$ cat config.mk
export PLATFORM = sky130hd
export DESIGN_NAME = gpio_port_bank
export DESIGN_NICKNAME = d
export VERILOG_FILES = /design/src/rtl/gpio_pkg.sv /design/src/rtl/gpio_sync.sv /design/src/rtl/gpio_regs.sv /design/src/rtl/gpio_pad_ctrl.sv /design/src/rtl/gpio_rdmux.sv /design/src/rtl/gpio_port_bank.sv
export SDC_FILE = /design/constraint.sdc
export NUM_CORES = 1
export LEC_CHECK = 0
export ABC_CLOCK_PERIOD_IN_PS = 3600
export BUFFER_PORTS_ARGS = -buffer_cell sky130_fd_sc_hd__buf_2
export CORE_ASPECT_RATIO = 0.9
export CORE_MARGIN = 2
export CORE_UTILIZATION = 45
export CTS_CLUSTER_DIAMETER = 150
export DETAILED_ROUTE_END_ITERATION = 10
export GPL_ROUTABILITY_DRIVEN = 0
export PLACE_DENSITY = 0.69
export SLEW_MARGIN = 15
export SYNTH_ARGS = -nofsm -noshare
export SYNTH_HDL_FRONTEND = slang
export SYNTH_HIERARCHICAL = 1
export SYNTH_SLANG_ARGS = --single-unit
$ cat constraint.sdc
create_clock -name clk -period 3.6 [get_ports clk]
set_input_delay 0.18 -clock clk [delete_from_list [all_inputs] [get_ports clk]]
set_output_delay 0.18 -clock clk [all_outputs]
set_load 0.01 [all_outputs]
$ cat src/rtl/gpio_pkg.sv
package gpio_pkg;
  localparam int ADDR_W = 3;

  typedef enum logic [ADDR_W-1:0] {
    GA_PORT = 3'd0,
    GA_DIR  = 3'd1,
    GA_LAT  = 3'd2,
    GA_ANA  = 3'd3,
    GA_PULL = 3'd4,
    GA_CTRL = 3'd5
  } gpio_addr_e;
endpackage

$ cat src/rtl/gpio_sync.sv
module gpio_sync #(
  parameter int W      = 8,
  parameter int STAGES = 2
) (
  input  logic         clk,
  input  logic         rst_n,
  input  logic [W-1:0] d,
  output logic [W-1:0] q
);
  logic [W-1:0] stage_q [STAGES];

  generate
    for (genvar s = 0; s < STAGES; s++) begin : g_stage
      always_ff @(posedge clk or negedge rst_n) begin
        if (!rst_n) begin
          stage_q[s] <= '0;
        end else if (s == 0) begin
          stage_q[s] <= d;
        end else begin
          stage_q[s] <= stage_q[(s == 0) ? 0 : s-1];
        end
      end
    end
  endgenerate

  assign q = stage_q[STAGES-1];
endmodule

$ cat src/rtl/gpio_regs.sv
module gpio_regs
  import gpio_pkg::*;
#(
  parameter int W        = 8,
  parameter int ANA_BITS = 6
) (
  input  logic              clk,
  input  logic              rst_n,
  input  logic [ADDR_W-1:0] addr,
  input  logic              wr,
  input  logic [W-1:0]      wdata,
  output logic [W-1:0]      dir_q,
  output logic [W-1:0]      lat_q,
  output logic [W-1:0]      ana_q,
  output logic [W-1:0]      pull_q,
  output logic              pu_off_q
);
  localparam int PAD_BITS = W - ANA_BITS;

  logic [ANA_BITS-1:0] ana_r;
  logic wr_port, wr_dir, wr_lat, wr_ana, wr_pull, wr_ctrl;

  always_comb begin
    wr_port = wr && (addr == GA_PORT);
    wr_dir  = wr && (addr == GA_DIR);
    wr_lat  = wr && (addr == GA_LAT);
    wr_ana  = wr && (addr == GA_ANA);
    wr_pull = wr && (addr == GA_PULL);
    wr_ctrl = wr && (addr == GA_CTRL);
  end

  always_ff @(posedge clk or negedge rst_n) begin
    if (!rst_n) begin
      dir_q    <= '1;
      lat_q    <= '0;
      ana_r    <= '1;
      pull_q   <= '1;
      pu_off_q <= 1'b1;
    end else begin
      if (wr_dir)            dir_q    <= wdata;
      if (wr_port || wr_lat) lat_q    <= wdata;
      if (wr_ana)            ana_r    <= wdata[ANA_BITS-1:0];
      if (wr_pull)           pull_q   <= wdata;
      if (wr_ctrl)           pu_off_q <= wdata[0];
    end
  end

  assign ana_q = {{PAD_BITS{1'b0}}, ana_r};
endmodule

$ cat src/rtl/gpio_pad_ctrl.sv
module gpio_pad_ctrl #(
  parameter int W = 8
) (
  input  logic [W-1:0] dir,
  input  logic [W-1:0] lat,
  input  logic [W-1:0] ana,
  input  logic [W-1:0] pull,
  input  logic         pu_off,
  input  logic [W-1:0] pin_sync,
  output logic [W-1:0] pad_out,
  output logic [W-1:0] pad_oe,
  output logic [W-1:0] pad_pu,
  output logic [W-1:0] dig_in
);
  generate
    for (genvar i = 0; i < W; i++) begin : g_pin
      // output path ignores analog select
      assign pad_out[i] = lat[i];
      assign pad_oe[i]  = ~dir[i];
      // pull-up only on an input pin with global disable clear
      assign pad_pu[i]  = pull[i] & dir[i] & ~pu_off;
      // analog pins read as zero on the digital side
      assign dig_in[i]  = pin_sync[i] & ~ana[i];
    end
  endgenerate
endmodule

$ cat src/rtl/gpio_rdmux.sv
module gpio_rdmux
  import gpio_pkg::*;
#(
  parameter int W = 8
) (
  input  logic [ADDR_W-1:0] addr,
  input  logic [W-1:0]      dig_in,
  input  logic [W-1:0]      dir,
  input  logic [W-1:0]      lat,
  input  logic [W-1:0]      ana,
  input  logic [W-1:0]      pull,
  input  logic              pu_off,
  output logic [W-1:0]      rdata
);
  always_comb begin
    unique case (addr)
      GA_PORT: rdata = dig_in;
      GA_DIR:  rdata = dir;
      GA_LAT:  rdata = lat;
      GA_ANA:  rdata = ana;
      GA_PULL: rdata = pull;
      GA_CTRL: rdata = {{(W-1){1'b0}}, pu_off};
      default: rdata = '0;
    endcase
  end
endmodule

$ cat src/rtl/gpio_port_bank.sv
module gpio_port_bank #(
  parameter int DATA_W      = 8,
  parameter int ANA_BITS    = 6,
  parameter int SYNC_STAGES = 2
) (
  input  logic              clk,
  input  logic              rst_n,
  input  logic [2:0]        bus_addr,
  input  logic              bus_wr,
  input  logic [DATA_W-1:0] bus_wdata,
  output logic [DATA_W-1:0] bus_rdata,
  input  logic [DATA_W-1:0] pin_in,
  output logic [DATA_W-1:0] pin_out,
  output logic [DATA_W-1:0] pin_oe,
  output logic [DATA_W-1:0] pin_pu
);
  logic [DATA_W-1:0] dir_q, lat_q, ana_q, pull_q, sync_q, dig_in;
  logic              pu_off_q;

  gpio_sync #(.W(DATA_W), .STAGES(SYNC_STAGES)) u_sync (
    .clk(clk), .rst_n(rst_n), .d(pin_in), .q(sync_q)
  );

  gpio_regs #(.W(DATA_W), .ANA_BITS(ANA_BITS)) u_regs (
    .clk(clk), .rst_n(rst_n), .addr(bus_addr), .wr(bus_wr),
    .wdata(bus_wdata), .dir_q(dir_q), .lat_q(lat_q), .ana_q(ana_q),
    .pull_q(pull_q), .pu_off_q(pu_off_q)
  );

  gpio_pad_ctrl #(.W(DATA_W)) u_pad (
    .dir(dir_q), .lat(lat_q), .ana(ana_q), .pull(pull_q),
    .pu_off(pu_off_q), .pin_sync(sync_q), .pad_out(pin_out),
    .pad_oe(pin_oe), .pad_pu(pin_pu), .dig_in(dig_in)
  );

  gpio_rdmux #(.W(DATA_W)) u_rd (
    .addr(bus_addr), .dig_in(dig_in), .dir(dir_q), .lat(lat_q),
    .ana(ana_q), .pull(pull_q), .pu_off(pu_off_q), .rdata(bus_rdata)
  );
endmodule

==> results of run 1 <==
-- state kept, by name, indices dropped and copies added (netlist names) --
| register | count |
|---|---|
| u_regs/dir_q | 8 |
| u_sync/stage_q | 8 |
| u_regs/pu_off_q | 1 |
| u_regs/ana_r | 6 |
| u_sync/q | 8 |
| u_regs/lat_q | 8 |
| u_regs/pull_q | 8 |
-- cells in the mapped netlist, types with 4 or more instances --
library cell and instances:
nor2_1 4, mux2_4 8, buf_4 20, mux2i_1 10, mux2_2 23, and3b_1 8
nand2b_1 7, dfstp_2 23, inv_1 8, dfrtp_1 24, nor2b_1 10
-- final timing paths --
path	depth (start not counted)	slack, ns	endpoint	startpoint
worst min-delay path	1	0.06	u_sync/stage_q[12]	rst_n
min in group clk	2	0.14	u_regs/pull_q[7]	bus_wdata[7]
worst max-delay path	5	1.65	bus_rdata[1]	u_regs/ana_r[1]
worst min register to register	0	0.35	u_sync/q[4]	u_sync/stage_q[12]
worst max register to register	1	2.71	u_regs/pu_off_q	u_regs/pu_off_q
max in group asynchronous	1	2.92	u_sync/q[3]	rst_n
-- kinds of logic after synthesis --
| kind of cell | count (synthesis) |
|---|---|
| AO/OA/AOI/OAI | 8 |
| buffers and inverters | 32 |
| flip-flops | 47 |
| multiplexers | 46 |
| other | 1 |
| AND/OR/NAND/NOR | 41 |
-- layout make-up --
| cell class | instances | share of cell area, % |
|---|---|---|
| clock buffer | 7 | 3.23 |
| clock inverter | 1 | 0.188 |
| inverter | 8 | 1.13 |
| multi-input combinational | 97 | 34.3 |
| sequential | 47 | 45.1 |
| tap | 65 | 3.05 |
| timing repair buffer | 61 | 12.9 |
-- power by group through the flow --
stage / clock network (mW) / registers, mW / logic [mW]
after global placement: 0 / 0.733 / 0.305
after floorplan: 0 / 0.706 / 0.238
after global routing: 0.357 / 0.740 / 0.344
final: 0.320 / 0.724 / 0.313
after detailed placement: 0 / 0.733 / 0.310
after CTS: 0.336 / 0.724 / 0.318
-- routing by layer --
layer / GRT usage (%) / vias up / wire (µm) / part of all wire [%]
met3: 3.98 / 7 / 216 / 5.0
li1: - / 677 / - / -
met4: 6.21 / 0 / 70 / 1.6
met1: 23.6 / 701 / 2140 / 50
met2: 24.2 / 40 / 1880 / 44
met5: 0 / - / 0 / 0
-- worst max-delay path, cell delays in order (launching register included) --
cell     delay, ns
dfstp_2       0.55
nor2b_1       0.05
mux4_2        0.45
nor2b_1       0.15
a21o_1        0.15
buf_2         0.13
-- what timing repair did --
action	in CTS	in global routing
hold buffers	8	0
hold endpoints to repair	8	0
resized for setup	0	0
-- metrics by stage --
step | hold WS (ns) | instances | power, mW
3_3_place_gp | 0.288 | 270 | 1.04
6_report | 0.0593 | 286 | 1.36
4_1_cts | 0.0899 | 286 | 1.38
3_5_place_dp | 0.290 | 270 | 1.04
2_1_floorplan | -0.116 | 176 | 0.944
5_1_grt | 0.132 | 286 | 1.44
==> qor.csv, run 1 <==
metric;value;unit
status;complete, no violations;
setup.worst_path.start_class;register;
multi_input_area;916;µm²
syn_inst;175;
worstSetupPathType;reg2out;
seqPwrFrac;53.3;%
clock_latency;0.30;ns
ys.flop_type;dfrtp_1;
synth_fa_ha_area_share;0;%
crit_arrival;1.77;ns
placed_cell_area;0.00250;mm²
rows;24;
seqCellArea;0.00120;mm²
fmax;514;MHz
drive_above_1_share;52.9;%
final.setup.tns;0;ns
pin_count;54;
drc;0;
via_per_inst;4.98;
grt_antenna_before_repair;0;
tritoncts.num_buffers;5;
final_common_cell;buf_2;
hold_violations;0;
grt_pass1_vias;1408;
utilization;54.2;%
synth_area_leaders;dfstp_2, dfrtp_1, mux2_2;
drt-total-wl;4310;µm
grt_max_degree;48;
postSynth.asyncResetShare;100;%
synth.area.mux_share;24.0;%
num-fill-cells;438;
swShare;27.3;%
clkSinkCount;47;
groute.usage.overall;16.4;%
yosysWarnings;6;
htreeDepth;2;
crit_fanout;3;
cts_setup_buffers;0;
synthXorXnorAreaFrac;0;%
rsz0062_at_grt;false;
clock_path_buffers;2;
grt_pass1_wl;7030;µm
slew_viol_final;0;
synth_enable_flop_cells;0;
maxCapViolations;0;
synthSimpleGateAreaFrac;12.3;%
required;3.42;ns
p_sw;0.371;mW
die_h;72.2;µm
vias;1425;
syn-cell-area;0.00232;mm²
die-area;0.00575;mm²
finalClockSkew;0.00300;ns
internal-power;0.987;mW
p_comb_share;23.1;%
wire_per_inst;15.1;µm
setup_ws;1.65;ns
synth_top_family_by_area;multiplexers;
dp_slack;1.89;ns
area_growth;14.9;%
coreArea;0.00492;mm²
irDropWorstVdd;0.290;mV
cts_tree;done;
cts-root-buf;clkbuf_8;
first_pass_iters;4;
finalSetupViolations;0;
ys_ff_latch;47;
clkPwrFrac;23.6;%
nets;242;
clk_pin_slew_worst_paths;0.08;ns
drt_iter0_markers;82;
final_cell_area;0.00267;mm²
p_leak;1.28;nW
grt_overflow;0;
seq_area_frac_synth;51.9;%
syn-mean-instance-area;13.3;µm²
start_util;47.2;%
min_period;1.95;ns
hp-class;in2async;
synth_cell_types;26;
synth_compound_area_share;2.80;%
end_kind;output port;
yosysTopAreaCell;dfstp_2;
dpl.hpwl;2910;µm
die_w;79.7;µm
power_density;509;mW/mm²
synth_top_area_share;26.0;%
ant_nets;0;
slew_headroom;32.0;%
final_cell_mix;buf_2, dfrtp_1, mux2_2, dfstp_2;
fin_crit_sh;54.0;%
num_antenna_cells;0;
worstMarginPinSlew;1.02;ns
placement.io_buffers;53;
No activity file was read; power rests on OpenSTA's default activity.
==> run 2: changes to the inputs <==
- ABC_AREA: default -> 1
- ABC_CLOCK_PERIOD_IN_PS: 3600 -> 1800
- PLACE_DENSITY: 0.69 -> 0.68
- clock period: 3.6 -> 1.8 ns (I/O delays scaled with it)
==> run 2 against run 1 <==
Effect of this change:
- utilization is 0.90 points lower
- design area is 6.2% higher
- sequential power is 96% higher
- via count is 49% higher
- hold slack worse by 0.031 ns
- combinational power is 70% higher
- global-route usage is 3.0 points higher
- flip-flop and latch count stayed put
- first-iteration DRC count grew to 2.5 times the previous value
- largest cell class unchanged
- highest routed layer unchanged
==> qor.csv, run 2 <==
metric;value;unit;change
setup_ws;0.323;ns;-1.33 ns
grt_max_degree;48;;unchanged
grt_antenna_before_repair;0;;unchanged
drt_iter0_markers;205;;+150%
grt_overflow;0;;unchanged
p_sw;0.826;mW;+120%
crit_arrival;1.39;ns;-0.38 ns
irDropWorstVdd;0.443;mV;+53%
placement.io_buffers;53;;unchanged
required;1.71;ns;-1.71 ns
via_per_inst;4.87;;-2.2%
whs;0.0282;ns;-0.0310 ns
num_antenna_cells;0;;unchanged
final.setup.tns;0;ns;unchanged
synthTopCellsByCount;nand2_1, inv_1, nand3_1, nor2_1, dfrtp_1;;
htreeDepth;2;;unchanged
cts-root-buf;clkbuf_8;;
seq_area_frac_synth;47.8;%;-4.1 points
finalSetupViolations;0;;unchanged
ant_nets;0;;unchanged
ys_ff_latch;47;;unchanged
worstMarginPinSlew;0.665;ns;-0.355 ns
yosysWarnings;6;;unchanged
synth_area_leaders;dfstp_2, dfrtp_1, nand2_1;;
min_period;1.48;ns;
synth_cell_types;16;;-38%
syn-cell-area;0.00252;mm²;+8.6%
dpl.hpwl;4180;µm;+44%
clock_path_buffers;2;;unchanged
seqPwrFrac;54.7;%;+1.4 points
multi_input_area;925;µm²;+0.96%
synth_enable_flop_cells;0;;unchanged
vias;2130;;+49%
slew_viol_final;0;;unchanged
coreArea;0.00532;mm²;+8.0%
dp_slack;0.442;ns;-1.45 ns
syn-mean-instance-area;7.76;µm²;-42%
grt_pass1_wl;9380;µm;+33%
wire_per_inst;13.2;µm;-12%
yosysTopAreaCell;dfstp_2;;
crit_fanout;10;;+7
drive_above_1_share;27.0;%;-26 points
clk_pin_slew_worst_paths;0.09;ns;about the same
yosysMostFrequentCell;nand2_1;;
synth_top_area_share;24.0;%;-2.1 points
hold_violations;0;;unchanged
fmax;677;MHz;
fin_crit_sh;82.1;%;
slowest_delay;0.66;ns;+0.11 ns
die_w;82.9;µm;+4.0%
clkPwrFrac;24.7;%;+1.1 points
worstSetupPathType;reg2out;;
nets;391;;+62%
first_pass_iters;4;;unchanged
worstPathCellList;nand4_1, nand2_1, nor2_1, nand2_1, buf_2;;
p_leak;1.54;nW;+21%
finalClockSkew;0.000657;ns;-0.00234 ns
drt-total-wl;5780;µm;+34%
hp-class;in2reg;;
p_comb_share;20.6;%;-2.5 points
syn_inst;325;;+86%
drc;0;;unchanged
start_util;47.4;%;+0.26 points
slowest_stage;dfstp_2;;
maxCapViolations;0;;unchanged
slew_headroom;55.5;%;+23 points
die_h;75.0;µm;+4.0%
setup.worst_path.start_class;register;;
final_cell_mix;nand2_1, buf_2, inv_1, nor2_1, nand3_1;;
ys.flop_type;dfrtp_1;;
status;complete, no violations;;
cpMostUsedCell;nand2_1;;
cts_setup_buffers;0;;unchanged
pin_count;54;;unchanged
swShare;32.0;%;+4.6 points
groute.usage.overall;19.4;%;+3.0 points
num-fill-cells;545;;+24%
rows;25;;+4.2%
clock_latency;0.30;ns;about the same
final_common_cell;nand2_1;;
grt_pass1_vias;1888;;+34%
postSynth.asyncResetShare;100;%;unchanged
rsz0062_at_grt;false;;
area_growth;12.4;%;
clkSinkCount;47;;unchanged
die-area;0.00622;mm²;+8.1%
tritoncts.num_buffers;5;;unchanged
cts_tree;done;;
internal-power;1.76;mW;+78%
power_density;912;mW/mm²;+79%
end_kind;output port;;
seqCellArea;0.00120;mm²;unchanged
-- run 2: cell count changes in the layout (fill, tap and decap cells not counted), moves of 17 or more --
cell	delta
nand2_1	+114
nand4_1	+17
nor2_1	+28
mux2_2	-23
inv_1	+28
nand3_1	+32
-- run 2: per-layer routing --
| layer | part of all wire (%) | track usage [%] | vias to the layer above |
|---|---|---|---|
| met1 | 48 | 28.8 | 979 |
| li1 | - | - | 1071 |
| met5 | 0 | 0 | - |
| met4 | 0.97 | 4.92 | 0 |
| met3 | 7.7 | 4.17 | 6 |
| met2 | 44 | 29.2 | 74 |
-- run 2: power groups by stage --
stage	sequential (mW)	combinational, mW	clock (mW)
floorplan	1.37	0.398	0
global placement	1.43	0.509	0
detailed placement	1.43	0.518	0
CTS	1.42	0.536	0.657
global route	1.44	0.605	0.711
finish	1.42	0.532	0.638
-- run 2: per-stage QoR --
step / util (%) / total power [mW] / cell area [µm²] / cells
floorplan: - / 1.77 / 2530 / 326
global placement: 49.9 / 1.94 / 2650 / 420
detailed placement: 49.9 / 1.95 / 2650 / 420
CTS: 53.3 / 2.61 / 2830 / 437
global route: 53.3 / 2.75 / 2830 / 437
finish: 53.3 / 2.58 / 2830 / 437
-- run 2: final cells by class --
class,instances,area share (%)
Timing Repair Buffer,65,13.3
Sequential cell,47,42.5
Multi-Input combinational cell,210,32.6
Clock inverter,3,0.839
Tap cell,67,2.96
Clock buffer,5,2.43
Inverter,40,5.30
-- run 2: path summary, 6_finish.rpt --
| check | end | cells after the start | startpoint | slack (ns) |
|---|---|---|---|---|
| worst max-delay path | bus_rdata[0] | 5 | u_regs/pu_off_q | 0.32 |
| worst min-delay path | u_regs/lat_q[6] | 3 | bus_wdata[6] | 0.03 |
| worst max register to register | u_regs/pu_off_q | 2 | u_regs/pu_off_q | 0.95 |
| worst min register to register | u_sync/q[0] | 0 | u_sync/stage_q[8] | 0.35 |
| max in group asynchronous | u_regs/pull_q[0] | 3 | rst_n | 1.01 |
| min in group asynchronous | u_regs/lat_q[0] | 3 | rst_n | 0.40 |
-- run 2: cell families (layout without fill, tap and decap cells) --
logic type	after synthesis	in the layout	share of synthesized area, %
simple gates	207	207	36.2
other cells	1	2	0.149
compound gates	1	1	0.198
buf+inv	69	113	15.7
flops	47	47	47.8
-- run 2: critical path: cells and delay by family (launching register included) --
kind	cells	cell delay, ns
flip-flops	1	0.66
buffers and inverters	1	0.12
AND/OR/NAND/NOR	4	0.30
-- run 2: what timing repair did --
item / CTS / global route
endpoints found under the hold margin: 32 / 0
hold buffers: 9 / 0
setup endpoints to repair: 0 / 0
resized for setup: 0 / 0
